==> config.mk <==
export PLATFORM = sky130hd
export DESIGN_NAME = bert_stat_irq
export DESIGN_NICKNAME = d
export VERILOG_FILES = /design/src/rtl/bsl_pkg.sv /design/src/rtl/bsl_ctrl.sv /design/src/rtl/bsl_datapath.sv /design/src/rtl/bert_stat_irq.sv
export SDC_FILE = /design/constraint.sdc
export NUM_CORES = 1
export LEC_CHECK = 0
export ABC_CLOCK_PERIOD_IN_PS = 2500
export BUFFER_PORTS_ARGS = -buffer_cell sky130_fd_sc_hd__buf_4
export CAP_MARGIN = 10
export CORE_ASPECT_RATIO = 0.8
export CORE_MARGIN = 10
export CORE_UTILIZATION = 23
export DETAILED_ROUTE_END_ITERATION = 10
export PLACE_DENSITY = 0.42
export SKIP_LAST_GASP = 1
export SYNTH_ARGS = -nofsm -noshare
export SYNTH_HDL_FRONTEND = slang
export SYNTH_SLANG_ARGS = --single-unit
==> constraint.sdc <==
create_clock -name clk -period 2.5 [get_ports clk]
set_input_delay 0.125 -clock clk [delete_from_list [all_inputs] [get_ports clk]]
set_output_delay 0.125 -clock clk [all_outputs]
set_load 0.05 [all_outputs]
==> src/rtl/bsl_pkg.sv <==
package bsl_pkg;
  localparam int DW = 16;
  localparam int AW = 7;
  localparam int NLAT = 4;

  localparam logic [AW-1:0] OFF_CTRL  = 7'h50;
  localparam logic [AW-1:0] OFF_BHOLD = 7'h54;
  localparam logic [AW-1:0] OFF_EHOLD = 7'h58;
  localparam logic [AW-1:0] OFF_LIVE  = 7'h5C;
  localparam logic [AW-1:0] OFF_LAT   = 7'h5E;
  localparam logic [AW-1:0] OFF_IE    = 7'h60;

  typedef struct packed {
    logic capture;
    logic latClr;
  } bslStb_t;
endpackage

==> src/rtl/bsl_ctrl.sv <==
module bsl_ctrl
  import bsl_pkg::*;
(
  input  logic            clk,
  input  logic            rstN,
  input  logic            reqPin,
  input  logic [AW-1:0]   regAddr,
  input  logic            regWr,
  input  logic [DW-1:0]   regWdata,
  output bslStb_t         stb,
  output logic [DW-1:0]   ctrlWord,
  output logic [NLAT-1:0] ieMask,
  output logic            reqRaw,
  output logic            updDone
);
  logic swReq, modeSel;
  logic syncA, syncB, reqD1, capDly, doneReg;
  logic reqEff;

  assign reqEff = modeSel ? syncB : swReq;
  assign reqRaw = modeSel ? reqPin : swReq;

  always_comb begin
    stb.capture = reqEff & ~reqD1;
    stb.latClr  = regWr && (regAddr == OFF_LAT);
  end

  always_ff @(posedge clk) begin
    if (!rstN) begin
      swReq   <= 1'b0;
      modeSel <= 1'b0;
      ieMask  <= '0;
    end else if (regWr) begin
      if (regAddr == OFF_CTRL) begin
        swReq   <= regWdata[0];
        modeSel <= regWdata[1];
      end
      if (regAddr == OFF_IE) ieMask <= regWdata[NLAT-1:0];
    end
  end

  always_ff @(posedge clk) begin
    if (!rstN) begin
      syncA   <= 1'b0;
      syncB   <= 1'b0;
      reqD1   <= 1'b0;
      capDly  <= 1'b0;
      doneReg <= 1'b0;
    end else begin
      syncA   <= reqPin;
      syncB   <= syncA;
      reqD1   <= reqEff;
      capDly  <= stb.capture;
      doneReg <= reqRaw & (doneReg | capDly);
    end
  end

  // the raw request gates the flag directly, so it drops without a clock
  assign updDone  = doneReg & reqRaw;
  assign ctrlWord = {{(DW-2){1'b0}}, modeSel, swReq};
endmodule

==> src/rtl/bsl_datapath.sv <==
module bsl_datapath
  import bsl_pkg::*;
#(
  parameter int CNT_W = 16
) (
  input  logic            clk,
  input  logic            rstN,
  input  bslStb_t         stb,
  input  logic            bitEn,
  input  logic            errPulse,
  input  logic            oosIn,
  input  logic            updDone,
  input  logic            portEn,
  input  logic            globalEn,
  input  logic [NLAT-1:0] ieMask,
  input  logic [DW-1:0]   ctrlWord,
  input  logic [AW-1:0]   regAddr,
  input  logic [DW-1:0]   regWdata,
  output logic [DW-1:0]   regRdata,
  output logic [DW-1:0]   liveStat,
  output logic [NLAT-1:0] latStat,
  output logic            irq
);
  logic [CNT_W-1:0] bitRun, errRun, bitHold, errHold;
  logic nzFlag, prevNz, prevDone, prevOos;
  logic [NLAT-1:0] setEv;

  always_ff @(posedge clk) begin
    if (!rstN) begin
      bitRun  <= '0;
      errRun  <= '0;
      bitHold <= '0;
      errHold <= '0;
    end else if (stb.capture) begin
      bitHold <= bitRun;
      errHold <= errRun;
      bitRun  <= CNT_W'(bitEn);
      errRun  <= CNT_W'(errPulse);
    end else begin
      bitRun  <= bitRun + CNT_W'(bitEn);
      errRun  <= errRun + CNT_W'(errPulse);
    end
  end

  assign nzFlag = |errHold;

  always_ff @(posedge clk) begin
    if (!rstN) begin
      prevNz   <= 1'b0;
      prevDone <= 1'b0;
      prevOos  <= 1'b0;
    end else begin
      prevNz   <= nzFlag;
      prevDone <= updDone;
      prevOos  <= oosIn;
    end
  end

  assign setEv = {updDone & ~prevDone, errPulse, nzFlag & ~prevNz, oosIn ^ prevOos};

  for (genvar i = 0; i < NLAT; i++) begin : g_lat
    always_ff @(posedge clk) begin
      if (!rstN) latStat[i] <= 1'b0;
      else latStat[i] <= setEv[i] | (latStat[i] & ~(stb.latClr & regWdata[i]));
    end
  end

  assign liveStat = {{(DW-4){1'b0}}, updDone, 1'b0, nzFlag, oosIn};
  assign irq = (|(latStat & ieMask)) & portEn & globalEn;

  always_comb begin
    case (regAddr)
      OFF_CTRL:  regRdata = ctrlWord;
      OFF_BHOLD: regRdata = DW'(bitHold);
      OFF_EHOLD: regRdata = DW'(errHold);
      OFF_LIVE:  regRdata = liveStat;
      OFF_LAT:   regRdata = {{(DW-NLAT){1'b0}}, latStat};
      OFF_IE:    regRdata = {{(DW-NLAT){1'b0}}, ieMask};
      default:   regRdata = '0;
    endcase
  end
endmodule

==> src/rtl/bert_stat_irq.sv <==
module bert_stat_irq
  import bsl_pkg::*;
#(
  parameter int CNT_W = 16
) (
  input  logic          clk,
  input  logic          rstN,
  input  logic          bitEn,
  input  logic          errPulse,
  input  logic          oosIn,
  input  logic          reqPin,
  input  logic          portEn,
  input  logic          globalEn,
  input  logic [6:0]    regAddr,
  input  logic          regWr,
  input  logic [15:0]   regWdata,
  output logic [15:0]   regRdata,
  output logic          irq
);
  bslStb_t         stb;
  logic [DW-1:0]   ctrlWord, liveStat;
  logic [NLAT-1:0] ieMask, latStat;
  logic            reqRaw, updDone;

  bsl_ctrl ctrl (
    .clk(clk), .rstN(rstN), .reqPin(reqPin), .regAddr(regAddr), .regWr(regWr),
    .regWdata(regWdata), .stb(stb), .ctrlWord(ctrlWord), .ieMask(ieMask),
    .reqRaw(reqRaw), .updDone(updDone)
  );

  bsl_datapath #(.CNT_W(CNT_W)) dp (
    .clk(clk), .rstN(rstN), .stb(stb), .bitEn(bitEn), .errPulse(errPulse),
    .oosIn(oosIn), .updDone(updDone), .portEn(portEn), .globalEn(globalEn),
    .ieMask(ieMask), .ctrlWord(ctrlWord), .regAddr(regAddr), .regWdata(regWdata),
    .regRdata(regRdata), .liveStat(liveStat), .latStat(latStat), .irq(irq)
  );
endmodule

==> run metrics, run 1 <==
status=complete, no violations; largest net degree at the start of global routing=between 60 and 70; Routed WL=approximately 9.3 mm; worst endpoint required time=around 2.4 ns; Critical Path Start Type=flip-flop; Hold Path Class=primary input to flip-flop; fin nets=485; Top Metal Used=met4; CTS tree=yes; synth cell count leaders=nand2_1 (90), dfxtp_1 (82), a21boi_0 (34); grt total ovfl=0; fin crit period=a little under 2 ns; antenna viol nets, final=0; deepest clock path buffer count=2; Yosys cell types=52; Fmax achieved=a little over 0.5 GHz; CP endpoint kind=output port; Area Growth Syn to Fin=21.3%; Initial Util=a little under a quarter; placed instance count=652; clk_lat worst skew=~0.34 ns; die area=between 20000 and 25000 sq um; post-route insts no fill=about 670; Total GRT Usage=roughly 9.0%; slew margin rel.=~64%; fillcell total=approximately 1700; H-tree Lvls=3; WL/cell=14.0 microns; final core occ=28.3%; maximum vdd drop=approximately 0.00034 V; leakage=roughly 1.6 nW; final setup TNS=0 ns; antenna violations before repair=0; CTS Sinks=82; Reg clk slew, reported paths=approximately 0.060 ns; Place WS=around 0.64 ns; post-synthesis cell area=3660 sq um; Initial DRC Count=between 150 and 200; RePlAce Congestion=a little under 0.8; Yosys reg bits=82; Row Count=41; largest area contributor in the netlist=dfxtp_1; first-pass GRT wire length=between 15 and 20 mm; DIE WIDTH=~160 microns; most frequent cell after synthesis=nand2_1; vias per std cell=4.46; final hold vios=0; # resized after CTS=0; PD cells=between 600 and 700 nW/um^2; post-route clock period utilization=between 70% and 80%; dominant cells by area after synthesis=dfxtp_1 (45%), nand2_1 (9.2%), a21boi_0 (7.0%), xor2_1 (3.1%), a22o_1 (2.9%); vias in the first global route=between 3000 and 4000; # diodes=0; RSZ-0062 raised after global routing=false; met2 WL=approximately 4.3 mm; Max Slew Vio Count=0; CTS Root Cell=clkbuf_16; share of the synthesized area in the top cell type=44.8%; Max Cap Viol=0; Setup violations, final=0; skew final=between 0.005 and 0.006 ns; post-synthesis cell count=~420; wire length on met3=~310 microns; hold slack final=a little under 0.01 ns; core area=around 16000 sq um; Worst Path Class, Setup=flip-flop to output port; Warnings, synthesis=0; Post-synth ARST share=0%; via count=2978; CP max FO=4; clock buffer count from CTS=9; register area share after synthesis=roughly 45%; Die Y=133 microns; share of cells above drive strength 1=between 10 and 15%; setup ws final=0.512 ns; number of detailed-route iterations in the first pass=4; IO Count=49; met1 wire length=around 4.6 mm; Main synth FF type=dfxtp_1; Mapped Nets=453; port bufs=36; post-synthesis average cell area=just under 9 sq um; number of flops mapped to enable cells by yosys=0; drt drc=0; DP HPWL=around 6.6 mm; Slew @ Worst Pin=approximately 0.54 ns; Crit path arrival time=1.86 ns
stage by stage:
stage / total power [mW] / instance area [sq um]
final: 2.74 / 4440
after global routing: 2.86 / 4440
after CTS: 2.79 / 4440
after detailed placement: 1.47 / 4140
after global placement: 1.47 / 4140
after floorplan: 1.42 / 3660
flip-flops by register name (all words and copies together), names as in the netlist, 4 cells and up:
signal / flops
dp.bitHold: 16
dp.bitRun: 16
dp.errHold: 16
dp.errRun: 16
ctrl.ieMask: 4
dp.latStat: 4
layout make-up:
class | count | area (sq um) | area share (%)
inverter | 6 | 22.5 | 0.507
clock inverter | 3 | 40.0 | 0.902
tap | 215 | 269 | 6.06
multi-input combinational | 309 | 1910 | 43.0
sequential | 82 | 1640 | 37.0
clock buffer | 12 | 246 | 5.55
timing repair buffer | 41 | 310 | 6.99
timing repair:
action | CTS | global route
endpoints found under the hold margin | 1 | 0
endpoints found under the setup margin | 0 | 0
setup buffers | 0 | 0
hold buffers | 1 | 0
power breakdown:
part | total, mW | leakage, nW | internal (mW) | switching [mW]
registers | 1.33 | 0.662 | 1.32 | 0.0115
clock network | 1.30 | 0.142 | 0.792 | 0.504
logic | 0.109 | 0.809 | 0.0502 | 0.0592
total | 2.74 | 1.61 | 2.16 | 0.574
path summary, 6_finish.rpt:
| path | start | to | slack [ns] | cells past startpoint |
|---|---|---|---|---|
| max | ctrl.modeSel$_SDFFE_PN0P_ | regRdata[3] | 0.51 | 5 |
| min | regWdata[2] | dp.latStat[2]$_SDFF_PN0_ | 0.01 | 2 |
| max reg2reg | dp.errRun[0]$_SDFF_PN0_ | dp.errRun[15]$_SDFF_PP0_ | 0.66 | 5 |
| min reg2reg | ctrl.syncA$_SDFF_PN0_ | ctrl.syncB$_SDFF_PN0_ | 0.45 | 1 |
layout by cell type, fill, tap and decap left out, drive strengths merged, types with 6 or more instances in the layout:
cell    netlist  final
nand3        17     17
and2          6      6
a22o         12     12
dfxtp        82     82
nand2        91     91
nor4          9      9
mux2i         8      8
buf           6     40
nand4        13     13
nor3          7      7
clkbuf       14     12
nor2         26     26
xnor2        12     12
inv           6      6
a21boi       34     34
xor2         13     13
per-layer routing:
layer  vias up  GRT usage, %
met3         9          3.35
met2        34          14.3
met5         -             0
met1      1410          11.2
met4         0          2.52
li1       1525             -
logic make-up (layout without fill, tap and decap cells):
family | Yosys count | count (layout) | synth area share [%]
flip-flops | 82 | 82 | 44.8
multiplexers | 10 | 10 | 3.21
AO/OA/AOI/OAI | 73 | 73 | 15.0
buffers and inverters | 26 | 62 | 3.07
AND/OR/NAND/NOR | 197 | 197 | 26.6
adder cells (fa/ha/maj) | 4 | 4 | 1.37
XOR/XNOR | 25 | 25 | 5.98
worst max-delay path: stages (launching register included):
cell and delay, ns:
dfxtp_1 0.41, mux2_2 0.40, nand4_1 0.10, a31oi_1 0.11
a221o_2 0.31, buf_4 0.19
No activity file was read; power rests on OpenSTA's default activity.
==> run 2: changes to the inputs <==
Settings changed: ABC_AREA from default to 1, ABC_CLOCK_PERIOD_IN_PS 2500 to 2000.
Clock period 2.5 ns to 2 ns, I/O delays scaled along.
==> run metrics, run 2 <==
Die Y=136 microns (+2.1%); post-synthesis cell area=3850 sq um (+5.1%); share of cells above drive strength 1=16.1% (+2.4 points); share of the synthesized area in the top cell type=42.7% (-2.2 points); slew margin rel.=69.0% (+5.2 points); Row Count=42 (+2.4%); fin nets=616 (+27%); Routed WL=9.70 mm (+4.0%); CTS tree=yes; core area=16500 sq um (+5.1%); Total GRT Usage=9.01% (-0.019 points); DIE WIDTH=165 microns (+2.2%); antenna violations before repair=0 (unchanged); hold buffer count at CTS=4 (+3); maximum vdd drop=0.000264 V (-23%); Reg clk slew, reported paths=0.06 ns (about the same); Initial Util=23.3% (about the same); CP max FO=2 (-2); fin crit period=1.64 ns; H-tree Lvls=3 (unchanged); fillcell total=1806 (+5.0%); post-route clock period utilization=a little over 80%; number of detailed-route iterations in the first pass=5 (+1); via count=3363 (+13%); final setup TNS=0 ns (unchanged); largest area contributor in the netlist=dfxtp_1; first-pass GRT wire length=16.0 mm (+2.1%); most frequent cells in the layout=nand2_1 (149), dfxtp_1 (82), inv_1 (74); Main synth FF type=dfxtp_1; Setup violations, final=0 (unchanged); # diodes=0 (unchanged); final hold vios=0 (unchanged); WL/cell=12.1 microns (-14%); number of flops mapped to enable cells by yosys=0 (unchanged); Setup Fix Bufs, Post-CTS=0 (unchanged); dominant cells by area after synthesis=dfxtp_1 (43%), nand2_1 (15%), inv_1 (7.2%), nor2_1 (5.9%), o21ai_2 (4.8%); register area share after synthesis=42.7% (-2.2 points); setup ws final=0.356 ns (-0.156 ns); grt total ovfl=0 (unchanged); Place WS=0.385 ns (-0.257 ns); CTS Root Cell=clkbuf_16; Warnings, synthesis=0 (unchanged); Hold Path Class=primary input to flip-flop; Final Cell Area=4640 sq um (+4.4%); Critical Path Start Type=flip-flop; Max Cap Viol=0 (unchanged); Post-synth ARST share=0% (unchanged); Initial DRC Count=184 (-0.54%); commonest non-fill, non-tap cell in the layout=nand2_1; RePlAce Congestion=0.871 (+12%); Mapped Nets=573 (+26%); PD cells=720 nW/um^2 (+17%); skew final=0.00696 ns (+0.00103 ns); drt drc=0 (unchanged); CP endpoint kind=output port; clock buffer count from CTS=9 (unchanged); antenna viol nets, final=0 (unchanged); Yosys cell types=31 (-40%); IO Count=49 (unchanged); # resized after CTS=0 (unchanged); DP HPWL=7.28 mm (+10%); status=complete, no violations; synth cell count leaders=nand2_1 (149), dfxtp_1 (82), inv_1 (74); most frequent cell after synthesis=nand2_1; Yosys reg bits=82 (unchanged); worst endpoint required time=1.90 ns (-0.48 ns); port bufs=36 (unchanged); die area=22300 sq um (+4.4%); RSZ-0062 raised after global routing=false; largest net degree at the start of global routing=37 (-40%); Fmax achieved=around 0.6 GHz; hold slack final=0.0312 ns (+0.0214 ns); deepest clock path buffer count=2 (unchanged); final core occ=28.1% (-0.19 points); post-synthesis cell count=537 (+29%); Slew @ Worst Pin=0.464 ns (-0.0796 ns); leakage=1.75 nW (+8.3%); CTS Sinks=82 (unchanged); vias in the first global route=3249 (+7.9%); Area Growth Syn to Fin=20.4%; Worst Path Class, Setup=flip-flop to output port; Placed Area=4320 sq um (+4.3%); clk_lat worst skew=0.34 ns (about the same); Max Slew Vio Count=0 (unchanged); vias per std cell=4.18 (-6.2%); Crit path arrival time=1.54 ns (-0.32 ns); post-synthesis average cell area=7.17 sq um (-18%)
## run 2: cell count changes after synthesis, sizes merged, moves of 24 or more
cell | before | now
nand2 | 91 | 154
nor2 | 26 | 69
a21oi | 4 | 28
o21ai | 5 | 44
a21boi | 34 | 0
inv | 6 | 76
## run 2: layer usage
metal  GRT usage [%]  part of all wire, %  vias to the layer above
met1            11.7                   50                     1523
met5               0                    0                        -
met3            1.91                  3.4                       14
li1                -                    -                     1781
met4            4.76                  2.1                        0
met2            13.7                   45                       45
## run 2: cells by family (layout without fill, tap and decap cells)
| family | count (synthesis) | after routing | share of synthesized area (%) |
|---|---|---|---|
| simple gates | 267 | 267 | 29.5 |
| buf+inv | 90 | 137 | 10.8 |
| compound gates | 87 | 87 | 14.2 |
| flops | 82 | 82 | 42.7 |
| xor+xnor | 7 | 7 | 1.59 |
| fa+ha+maj | 4 | 4 | 1.30 |
## run 2: area by class of cell
class	instances	area, sq um	share of cell area, %
Multi-Input combinational cell	365	1790	38.7
Sequential cell	82	1640	35.4
Timing Repair Buffer	46	368	7.94
Inverter	76	285	6.15
Tap cell	220	275	5.94
Clock buffer	13	260	5.61
Clock inverter	2	12.5	0.270
## run 2: path summary, 6_finish.rpt
check                                   start                        to  slack, ns  depth (start not counted)
hold / removal                           rstN     ctrl.syncB$_SDFF_PN0_       0.03                          3
hold reg to reg        dp.prevDone$_SDFF_PN0_  dp.latStat[3]$_SDFF_PN0_       0.40                          1
setup reg to reg      dp.errRun[0]$_SDFF_PN0_  dp.errRun[12]$_SDFF_PP0_       0.47                          8
setup / recovery  dp.errHold[11]$_SDFFE_PN0P_               regRdata[1]       0.36                          7
## run 2: through the flow
| stage | power [mW] | instances |
|---|---|---|
| after detailed placement | 1.84 | 785 |
| after CTS | 3.39 | 804 |
| after global routing | 3.47 | 804 |
| after floorplan | 1.79 | 537 |
| final | 3.34 | 804 |
| after global placement | 1.84 | 785 |
## run 2: critical path, stage by stage, from the launching register on
cell and delay [ns]:
dfxtp_1 0.31, nor2_1 0.11, nand2_1 0.08, nor2_1 0.17, nand2_1 0.11, a21oi_1 0.15
nand2_1 0.08, buf_4 0.19
## run 2: power by group
group	internal (mW)	switching, mW	leakage (nW)	total [mW]
combinational	0.0613	0.0900	0.953	0.151
sequential	1.65	0.0108	0.662	1.66
clock	0.900	0.626	0.132	1.53
==> run 3: changes to the inputs <==
Settings changed: ABC_AREA 1 to 0, ABC_CLOCK_PERIOD_IN_PS 2000 to 1600.
Clock period 2 ns to 1.6 ns, I/O delays scaled along.
==> run metrics, run 3 (synthesis gave the netlist of run 1 again) <==
status=finished with violations; failing checks=setup timing; Hold Path Class=primary input to flip-flop; fin crit period=approximately 1.8 ns; Psw=900 uW (+24%); Max Cap Viol=0 (unchanged); CTS Root Cell=clkbuf_16; Die Y=133 microns (-2.1%); Int Power=3.41 mW (+31%); slew margin rel.=74.8% (+5.8 points); total power=4.31 mW (+29%); drt drc=0 (unchanged); first-pass GRT wire length=16.6 mm (+3.9%); Routed WL=9.88 mm (+1.9%); DIE WIDTH=161 microns (-2.2%); hold slack final=0.0270 ns (-0.00420 ns); Worst Setup SP=ctrl.modeSel$_SDFFE_PN0P_; share of cells above drive strength 1=24.5% (+8.4 points); WL/cell=13.9 microns (+16%); PD cells=870 nW/um^2 (+21%); Row Count=41 (-2.4%); CP endpoint kind=output port; Area Growth Syn to Fin=35.3%; part of the power in registers=48.2% (-1.5 points); setup ws final=-0.174 ns (-0.530 ns); sw frac=20.9% (-0.89 points); commonest non-fill, non-tap cell in the layout=nand2_1; post-route clock period utilization=111%; antenna violations before repair=0 (unchanged); port bufs=36 (unchanged); worst path cell trace=mux2_4 > nand4_1 > a31oi_2 > a221o_2 > buf_8; Comb power frac=4.9% (+0.4 points); largest net degree at the start of global routing=35 (-5.4%); RSZ-0062 raised after global routing=true; IO Count=49 (unchanged); vias in the first global route=3141 (-3.3%); most frequent cells in the layout=nand2_1 (90), dfxtp_1 (73), buf_4 (70); Initial DRC Count=202 (+9.8%); die area=21400 sq um (-4.2%); placed instance count=686 (-13%); r2r setup slk=0.03 ns (-0.44 ns); number of detailed-route iterations in the first pass=4 (-1); skew final=0.00350 ns (-0.00346 ns); post-route insts no fill=709 (-12%); worst endpoint required time=1.52 ns (-0.38 ns); clock buffer count from CTS=9 (unchanged); deepest clock path buffer count=2 (unchanged); final hold vios=0 (unchanged); DP HPWL=7.26 mm (-0.22%); H-tree Lvls=3 (unchanged); final setup TNS=-0.266 ns (-0.266 ns); R2R cell count=6 (-2); Worst Path Class, Setup=flip-flop to output port; # diodes=0 (unchanged); Crit Reg-Reg Startpoint=ctrl.modeSel$_SDFFE_PN0P_; CTS Sinks=82 (unchanged); Critical Path Start Type=flip-flop; fin nets=526 (-15%); Critical Path Max Stage Delay=0.33 ns (+0.02 ns); antenna viol nets, final=0 (unchanged); clk_lat worst skew=0.34 ns (about the same); via count=3138 (-6.7%); Fmax achieved=0.564 GHz; RePlAce Congestion=0.863 (-0.83%); Crit path arrival time=1.69 ns (+0.15 ns); CTS tree=yes; CP Capture Point=regRdata[3]; Initial Util=23.3% (about the same); critical path's slowest cell=dfxtp_2; RR Endpoint=dp.bitHold[8]$_SDFFE_PN0P_; Slew @ Worst Pin=0.375 ns (-0.0888 ns); maximum vdd drop=0.000477 V (+80%); Reg clk slew, reported paths=0.06 ns (about the same); Clock Power Share=46.8% (+1.1 points); Max Slew Vio Count=0 (unchanged); core area=15700 sq um (-4.9%); grt total ovfl=0 (unchanged); Total GRT Usage=9.55% (+0.54 points); CP max FO=2 (unchanged); vias per std cell=4.43 (+5.8%); leakage=1.88 nW (+7.9%); Setup violations, final=3 (+3)
run 3: changes by cell type in the layout (fill, tap and decap cells not counted), moves of 21 or more:
| cell | previous run | this run |
|---|---|---|
| a21oi_1 | 27 | 4 |
| nor2_1 | 61 | 25 |
| a21boi_0 | 0 | 34 |
| nand2_1 | 149 | 90 |
| buf_4 | 41 | 70 |
| inv_1 | 74 | 6 |
| o21ai_2 | 21 | 0 |
run 3: per-stage QoR:
stage	cell area, sq um	util [%]	worst slack, ns
6_report	4950	31.6	-0.174
5_1_grt	4950	31.6	-0.270
4_1_cts	4870	31.0	-0.201
3_5_place_dp	4470	28.5	-0.0448
3_3_place_gp	4470	28.5	-0.0447
2_1_floorplan	3680	-	0.0183
run 3: critical path, delay by kind of cell (launching register included):
kind                   cells  cell delay, ns
AO/OA/AOI/OAI              2            0.45
flip-flops                 1            0.33
multiplexers               1            0.31
buffers and inverters      1            0.16
AND/OR/NAND/NOR            1            0.11
run 3: cell type report:
type / instances / area [sq um]
Clock buffer: 12 / 246
Sequential cell: 82 / 1650
Fill cell: 1709 / 10700
Timing Repair Buffer: 82 / 693
Tap cell: 215 / 269
Inverter: 6 / 22.5
Clock inverter: 3 / 40.0
Multi-Input combinational cell: 309 / 2030
run 3: how the worst min path moves through the flow:
stage	start	to	slack (ns)	cells after the start
final	regWdata[1]	ctrl.ieMask[1]$_SDFFE_PN0P_	0.03	3
after global routing	regWr	dp.latStat[2]$_SDFF_PN0_	0.04	2
after CTS	regWdata[1]	ctrl.ieMask[1]$_SDFFE_PN0P_	0.01	3
after detailed placement	reqPin	ctrl.syncA$_SDFF_PN0_	0.30	2
after global placement	reqPin	ctrl.syncA$_SDFF_PN0_	0.29	2
after floorplan	reqPin	ctrl.syncA$_SDFF_PN0_	0.20	1
run 3: power groups by stage:
stage	combinational [mW]	sequential, mW	clock, mW
2_1_floorplan	0.103	2.12	0
6_report	0.213	2.08	2.02
5_1_grt	0.238	2.08	2.18
3_3_place_gp	0.197	2.12	0
4_1_cts	0.211	2.08	2.10
3_5_place_dp	0.199	2.12	0
run 3: routing by layer:
layer | GRT usage, % | up-vias | wire (microns)
met5 | 0 | - | 0
met4 | 2.67 | 0 | 119
met3 | 3.25 | 10 | 392
met2 | 14.4 | 35 | 4450
met1 | 12.6 | 1484 | 4920
li1 | - | 1609 | -
run 3: what timing repair did:
action	4_1_cts	5_1_grt
pin swaps	5	11
hold buffers	5	0
resized for setup	14	15
setup endpoints to repair	4	41
buffers inserted	2	2
gates cloned	0	0
endpoints found under the hold margin	5	0
